[config.mk]
export PLATFORM = sky130hd
export DESIGN_NAME = split_read_counter64
export DESIGN_NICKNAME = d
export VERILOG_FILES = /design/src/rtl/srd_pkg.sv /design/src/rtl/srd_counter.sv /design/src/rtl/srd_tracker.sv /design/src/rtl/split_read_counter64.sv
export SDC_FILE = /design/constraint.sdc
export NUM_CORES = 1
export LEC_CHECK = 0
export BUFFER_PORTS_ARGS = -buffer_cell sky130_fd_sc_hd__buf_4
export CAP_MARGIN = 20
export CORE_MARGIN = 3
export CORE_UTILIZATION = 56
export DETAILED_ROUTE_END_ITERATION = 7
export PLACE_DENSITY = 0.81
export SLEW_MARGIN = 20
export SYNTH_ARGS = -nofsm -noshare
export SYNTH_HDL_FRONTEND = slang
export SYNTH_HIERARCHICAL = 1
export SYNTH_SLANG_ARGS = --single-unit
[constraint.sdc]
create_clock -name clk -period 3.5 [get_ports clk]
set_input_delay 0.175 -clock clk [delete_from_list [all_inputs] [get_ports clk]]
set_output_delay 0.175 -clock clk [all_outputs]
set_load 0.01 [all_outputs]
[src/rtl/srd_pkg.sv]
package srd_pkg;
  typedef enum logic [1:0] {
    TRK_IDLE = 2'd0,
    TRK_LOW  = 2'd1,
    TRK_PAIR = 2'd2
  } trk_state_e;

  // Word offsets from the window base; the order is fixed by the access protocol
  localparam int OFS_CTRL = 0;
  localparam int OFS_LO   = 1;
  localparam int OFS_HI   = 2;
endpackage

[src/rtl/srd_counter.sv]
module srd_counter #(
  parameter int HALF_W = 32,
  localparam int CNT_W = 2 * HALF_W
) (
  input  logic             clk,
  input  logic             rst,
  input  logic             en_wr,
  input  logic             en_val,
  output logic             en_q,
  output logic [CNT_W-1:0] cnt_q,
  output logic             lo_carry
);
  always_ff @(posedge clk) begin
    if (rst) begin
      cnt_q <= '0;
      en_q  <= 1'b0;
    end else begin
      if (en_q)  cnt_q <= cnt_q + 1'b1;
      if (en_wr) en_q  <= en_val;
    end
  end

  // The upper half changes at this edge exactly when the lower half is all ones
  assign lo_carry = en_q & (&cnt_q[HALF_W-1:0]);
endmodule

[src/rtl/srd_tracker.sv]
module srd_tracker
  import srd_pkg::*;
(
  input  logic       clk,
  input  logic       rst,
  input  logic       rd_lo,
  input  logic       rd_hi,
  input  logic       irq_taken,
  input  logic       lo_carry,
  output logic       status_q,
  output trk_state_e state_q
);
  logic torn_q;

  always_ff @(posedge clk) begin
    if (rst) begin
      state_q  <= TRK_IDLE;
      torn_q   <= 1'b0;
      status_q <= 1'b0;
    end else if (rd_lo) begin
      // A fresh lower read opens a new window; the carry at this very edge counts
      state_q <= TRK_LOW;
      torn_q  <= irq_taken | lo_carry;
    end else if (rd_hi) begin
      torn_q <= 1'b0;
      if (state_q == TRK_LOW) begin
        status_q <= ~(torn_q | irq_taken);
        state_q  <= TRK_PAIR;
      end else begin
        status_q <= 1'b0;
        state_q  <= TRK_IDLE;
      end
    end else if (state_q == TRK_LOW) begin
      torn_q <= torn_q | irq_taken | lo_carry;
    end
  end
endmodule

[src/rtl/split_read_counter64.sv]
module split_read_counter64
  import srd_pkg::*;
#(
  parameter int              ADDR_W = 12,
  parameter logic [ADDR_W-1:0] BASE = 'h103,
  parameter int              DATA_W = 32,
  parameter int              HALF_W = 32,
  localparam int             CNT_W  = 2 * HALF_W
) (
  input  logic              clk,
  input  logic              rst,
  input  logic              rd_en,
  input  logic              wr_en,
  input  logic [ADDR_W-1:0] addr,
  input  logic [DATA_W-1:0] wdata,
  input  logic              irq_taken,
  output logic [DATA_W-1:0] rdata
);
  localparam logic [ADDR_W-1:0] A_CTRL = BASE + ADDR_W'(OFS_CTRL);
  localparam logic [ADDR_W-1:0] A_LO   = BASE + ADDR_W'(OFS_LO);
  localparam logic [ADDR_W-1:0] A_HI   = BASE + ADDR_W'(OFS_HI);

  logic             sel_ctrl, sel_lo, sel_hi;
  logic             en_q, lo_carry, status_q;
  logic [CNT_W-1:0] cnt_q;
  trk_state_e       trk_state;
  logic [DATA_W-1:0] rd_word;
  logic [DATA_W-1:0] rdata_q;
  logic             unused_wbits;

  assign sel_ctrl = (addr == A_CTRL);
  assign sel_lo   = (addr == A_LO);
  assign sel_hi   = (addr == A_HI);
  assign unused_wbits = ^wdata[DATA_W-1:1];

  srd_counter #(.HALF_W(HALF_W)) u_cnt (
    .clk      (clk),
    .rst      (rst),
    .en_wr    (wr_en & sel_ctrl),
    .en_val   (wdata[0]),
    .en_q     (en_q),
    .cnt_q    (cnt_q),
    .lo_carry (lo_carry)
  );

  srd_tracker u_trk (
    .clk       (clk),
    .rst       (rst),
    .rd_lo     (rd_en & sel_lo),
    .rd_hi     (rd_en & sel_hi),
    .irq_taken (irq_taken),
    .lo_carry  (lo_carry),
    .status_q  (status_q),
    .state_q   (trk_state)
  );

  always_comb begin
    rd_word = '0;
    if (sel_ctrl) begin
      rd_word[DATA_W-1] = status_q;
      rd_word[0]        = en_q;
    end else if (sel_lo) begin
      rd_word[HALF_W-1:0] = cnt_q[HALF_W-1:0];
    end else if (sel_hi) begin
      rd_word[HALF_W-1:0] = cnt_q[CNT_W-1:HALF_W];
    end
  end

  always_ff @(posedge clk) begin
    if (rst)        rdata_q <= '0;
    else if (rd_en) rdata_q <= rd_word;
  end

  assign rdata = rdata_q;
endmodule

==> impl_metrics.yaml, run 1 <==
synth:
  synthTopCellsByArea: "dfxtp_1, mux2i_1, o21ai_2"
  synthXorXnorAreaFrac_pct: 6.38
  synth-simple-area-share_pct: 27.6
  synth.distinct_cells: 43
  synth_area_leader_cell: "dfxtp_1"
  syn_nets: 599
  async_reset_ff_share_pct: 0
  synth_top_area_share_pct: 42.1
  synth_compound_area_share_pct: 12.0
  ys.flop_type: "dfxtp_1"
  synthAdderAreaFrac_pct: 0.260
  yosysWarnings: 6
  syn_area_per_cell_um2: 8.75
  synth-edff-count: 0
  syn_area_um2: 4810
  syn_inst: 549
  synthMuxAreaShare_pct: 8.23
  synth_top_family_by_area: "simple AND/OR/NAND/NOR gates"
  ys_seq_elements: 101
  seq_area_frac_synth_pct: 42.1
floorplanning:
  fp.dieH_um: 98.6
  die_w_um: 98.6
  core.rowCount: 33
  dieArea_um2: 9730
  start_util_pct: 58.2
  io_pins: 81
  coreArea_um2: 8260
cts:
  cts_sinks: 101
  clkTransAtPathRegs_ps: 90
  cts_root_buf: "clkbuf_8"
  postCtsSetupRepairBufs: 0
  hold_buffers: 0
  numCtsBuffers: 9
  cts_tree: "built"
  h-tree-depth: 3
  ctsLongestPathBuffers: 2
  worstSkewPairLatency_ps: 360
  cts_resized: 0
worst_setup_path:
  crit_type: "register to register"
  cp_max_fo: 20
  startpoint: "u_cnt/cnt_q[10]$_SDFFE_PP0P_"
  endpoint: "u_cnt/cnt_q[60]$_SDFFE_PP0P_"
  worstRegToRegCells: 5
  start_kind: "register"
  cp_data_arrival_time_ps: 3040
  r2r-end: "u_cnt/cnt_q[60]$_SDFFE_PP0P_"
  rrSetupSlack_ps: 700
  cp.required_ps: 3750
  end_kind: "register"
  r2r-start: "u_cnt/cnt_q[10]$_SDFFE_PP0P_"
placement:
  place_ws_ps: 782
  gp_congestion: 0.914
  dp.cells: 689
  port_buffers: 49
  hpwl_mm: 7.87
  place_area_um2: 5250
global_route:
  grt_max_degree: 79
  grtUsageTotal_pct: 23.9
  grt_remaining_overflow: 0
  grt_pass1_wl_mm: 18.8
  grt_pass1_vias: 3892
  antenna_found_initial: 0
sta:
  maxSlewHeadroom_pct: 46.7
  setup_ws_ps: 704
  min_period_ps: 2800
  setup_tns_ps: 0
  timing.hold.ws_ps: 52.7
  setup_viol: 0
  fin_crit_sh_pct: 79.9
  hold_violations: 0
  finClkSkew_ps: 9.29
  finalMaxSlewViolations: 0
  rsz0062_at_grt: "false"
  worst_pin_slew_ps: 800
  max_freq_ghz: 0.358
power:
  p_leak_nw: 1.90
  power_density_nw_per_um2: 349
  power_mw: 1.89
  peakVddDrop_mv: 0.314
layout:
  layout-drive-gt1-share_pct: 18.4
  layout_commonest_cell: "dfxtp_1"
  layout_common_cells: "dfxtp_1, nor2_1, buf_4"
  fin_cells: 704
  num_antenna_cells: 0
  final_cell_area_um2: 5430
  nets: 645
  fin_util_pct: 65.7
  syn_to_final_growth_pct: 12.9
min_path:
  hold_path.class: "primary input to register"
routing:
  vias: 4251
  drt-total-wl_mm: 11.2
  vias_per_cell: 6.04
  drcViolationCount: 0
  antenna_left: 0
  wl_per_cell_um: 15.9
  drt-initial-drc-count: 278
  first_pass_iters: 5
outcome:
  status: "completed"
job:
  drv_cap: 0
## layer usage
| metal | global-route usage, % | vias to the layer above | share of wire, % |
|---|---|---|---|
| li1 | - | 2074 | - |
| met1 | 31.1 | 2033 | 43 |
| met2 | 40.9 | 130 | 50 |
| met3 | 3.96 | 14 | 6.0 |
| met4 | 6.62 | 0 | 1.1 |
| met5 | 0 | - | 0 |
## how the worst min path moves through the flow
stage,startpoint,endpoint,slack [ps],cells after the start
2_1_floorplan,rst,u_trk/status_q$_SDFFE_PP0P_,240,1
3_3_place_gp,wdata[0],u_cnt/en_q$_SDFFE_PP0P_,420,3
3_5_place_dp,wdata[0],u_cnt/en_q$_SDFFE_PP0P_,420,3
4_1_cts,wdata[0],u_cnt/en_q$_SDFFE_PP0P_,40,3
5_1_grt,wdata[0],u_cnt/en_q$_SDFFE_PP0P_,40,3
6_report,wdata[0],u_cnt/en_q$_SDFFE_PP0P_,50,3
## layout make-up
class | instances | area (um^2)
clock buffer | 12 | 155
fill | 743 | 2830
multi-input combinational | 413 | 2620
inverter | 13 | 48.8
sequential | 101 | 2020
tap | 105 | 131
timing repair buffer | 57 | 428
clock inverter | 3 | 21.3
## where the power goes
group,internal (mW),switching (mW)
registers,1.15,0.0000102
logic,0.0256,0.0401
clock network,0.294,0.387
## cells by family after synthesis
group | count (synthesis)
and+or+nand+nor | 251
DFF | 101
AOI/OAI and AO/OA | 87
muxes | 39
xor gates and xnor gates | 35
buffers and inverters | 35
adders and majority gates | 1
## flip-flops by register name, indices dropped and copies added, names as in the netlist
name,count
u_trk/state_q,2
u_trk/torn_q,1
u_cnt/cnt_q,64
u_trk/status_q,1
u_cnt/en_q,1
rdata,32
## worst max-delay path, stage by stage (launching register included)
cell	delay, ps
dfxtp_1	450
nand4_2	230
or4_4	590
or4b_4	680
nor4_1	380
mux2_1	350
## synth_stat cells, drive strengths merged, types with 3 or more instances
master / number
nand4b: 4
and3: 7
or4: 6
nor4: 15
nand2: 54
dfxtp: 101
or3: 21
mux2i: 35
xor2: 26
mux2: 4
nand3: 30
and2: 3
nor3: 8
nor2b: 4
o31ai: 5
buf: 10
clkbuf: 12
inv: 13
nand3b: 3
xnor2: 9
o21ai: 50
nor2: 59
a21oi: 26
nand4: 31
(Power assumes the default switching activity.)
==> inputs of run 2 (changes only) <==
==> constraint.sdc (replaced) <==
create_clock -name clk -period 2.7 [get_ports clk]
set_input_delay 0.135 -clock clk [delete_from_list [all_inputs] [get_ports clk]]
set_output_delay 0.135 -clock clk [all_outputs]
set_load 0.01 [all_outputs]
==> run 2 against run 1 <==
Total power is 37% higher. Count of clock-buffer cells in the layout stayed put. Clock skew is 0.74 ps higher. Non-clock buffer count is 16 higher. Highest routed layer unchanged. Critical endpoint is now u_cnt/cnt_q[48]$_SDFFE_PP0P_. Cell count is 2.4% higher. Worst hold slack worse by 38 ps.
==> impl_metrics.yaml, run 2 (synthesized netlist as in run 1, its figures left out) <==
routing:
  wl_met1_mm: 5.07
  vias: 4280
  drt-initial-drc-count: 315
  dr_wl_met2_mm: 5.74
  antenna_left: 0
  wl_per_cell_um: 16.1
  wl_met3_um: 606
  vias_per_cell: 5.94
  drcViolationCount: 0
  first_pass_iters: 5
  highest_layer: "met4"
  drt-total-wl_mm: 11.6
worst_setup_path:
  worstRegToRegCells: 6
  r2r-start: "u_cnt/cnt_q[11]$_SDFFE_PP0P_"
  end_kind: "register"
  max_stage_delay_ps: 630
  cp.required_ps: 2990
  cp_data_arrival_time_ps: 2910
  cp_max_fo: 12
  rrSetupSlack_ps: 80
  worstPathBufferInverterCount: 1
  crit_chain: "nand4_2 > or4_4 > or4b_4 > buf_4 > or3_1 > a21oi_1"
  crit_family: "simple AND/OR/NAND/NOR gates"
  crit_type: "register to register"
  cp_slowest_cell: "or4b_4"
  r2r-end: "u_cnt/cnt_q[48]$_SDFFE_PP0P_"
  start_kind: "register"
global_route:
  grtUsageTotal_pct: 23.5
  grt_pass1_wl_mm: 18.8
  grt_pass1_vias: 3976
  antenna_found_initial: 0
  grt_remaining_overflow: 0
  grt_max_degree: 79
power:
  p_leak_nw: 1.99
  power_density_nw_per_um2: 463
  peakVddDrop_mv: 0.316
job:
  drv_cap: 0
cts:
  numCtsBuffers: 9
  cts_tree: "built"
  clkTransAtPathRegs_ps: 100
  hold_buffers: 0
  cts_root_buf: "clkbuf_8"
  worstSkewPairLatency_ps: 370
  ctsLongestPathBuffers: 2
  postCtsSetupRepairBufs: 0
  cts_resized: 0
  h-tree-depth: 3
  cts_sinks: 101
sta:
  min_period_ps: 2620
  setup_viol: 0
  setup_ws_ps: 84.6
  rsz0062_at_grt: "false"
  worst_pin_slew_ps: 816
  fin_crit_sh_pct: 96.9
  setup_tns_ps: 0
  maxSlewHeadroom_pct: 45.6
  finClkSkew_ps: 10.0
  max_freq_ghz: 0.382
  hold_violations: 0
  finalMaxSlewViolations: 0
layout:
  num_antenna_cells: 0
  layout-drive-gt1-share_pct: 21.3
  layout_commonest_cell: "dfxtp_1"
  largest-register: "u_cnt/cnt_q"
  largest_register_ffs: 64
  syn_to_final_growth_pct: 16.5
  layout_common_cells: "dfxtp_1, buf_4, nor2_1"
  fillCellCount: 710
  nets: 661
floorplanning:
  start_util_pct: 58.2
  io_pins: 81
  die_w_um: 98.6
  core.rowCount: 33
  fp.dieH_um: 98.6
  coreArea_um2: 8260
  dieArea_um2: 9730
placement:
  port_buffers: 49
  place_ws_ps: 131
  hpwl_mm: 8.11
  gp_congestion: 0.895
min_path:
  hold_end: "u_cnt/en_q$_SDFFE_PP0P_"
  hold_path.class: "primary input to register"
  min_path_cells: 3
  worstHoldStart: "wdata[0]"
outcome:
  status: "completed"
[run 2: power breakdown]
part           internal, mW  switching [mW]
clock                 0.485           0.530
sequential             1.49      0.00000730
combinational        0.0340          0.0528
total                  2.01           0.582
[run 2: worst max-delay path by stage]
stage / to / cells after the start / slack, ps / start
global placement: u_cnt/cnt_q[58]$_SDFFE_PP0P_ / 5 / 180 / u_cnt/cnt_q[11]$_SDFFE_PP0P_
finish: u_cnt/cnt_q[48]$_SDFFE_PP0P_ / 6 / 80 / u_cnt/cnt_q[11]$_SDFFE_PP0P_
floorplan: u_cnt/cnt_q[58]$_SDFFE_PP0P_ / 6 / 210 / u_cnt/cnt_q[10]$_SDFFE_PP0P_
CTS: u_cnt/cnt_q[60]$_SDFFE_PP0P_ / 6 / 100 / u_cnt/cnt_q[1]$_SDFFE_PP0P_
global route: u_cnt/cnt_q[48]$_SDFFE_PP0P_ / 6 / 6 / u_cnt/cnt_q[11]$_SDFFE_PP0P_
detailed placement: u_cnt/cnt_q[60]$_SDFFE_PP0P_ / 6 / 130 / u_cnt/cnt_q[1]$_SDFFE_PP0P_
[run 2: stage by stage]
stage	hold slack (ps)	util, %	power [mW]	instances	instance area, um^2
final	15.1	67.8	2.59	721	5600
after CTS	8.41	67.6	2.60	721	5580
after global routing	16.1	67.8	2.65	721	5600
after global placement	378	65.0	1.61	705	5370
after floorplan	204	-	1.57	549	4810
after detailed placement	385	65.0	1.61	705	5370
[run 2: tightest hold or removal path, cell delays in order]
cell and delay, ps:
buf_4 80, mux2i_1 60, nor2_1 80
[run 2: final cells by class]
cell class | instances | area, um^2 | share of cell area [%]
Clock buffer | 12 | 155 | 2.77
Clock inverter | 4 | 55.1 | 0.984
Inverter | 13 | 48.8 | 0.872
Multi-Input combinational cell | 413 | 2640 | 47.1
Sequential cell | 101 | 2020 | 36.2
Tap cell | 105 | 131 | 2.35
Timing Repair Buffer | 73 | 548 | 9.79
[run 2: layer usage]
metal,up-vias,GRT usage [%]
met3,22,4.95
met4,0,7.14
li1,2112,-
met5,-,0
met2,115,39.8
met1,2031,30.2
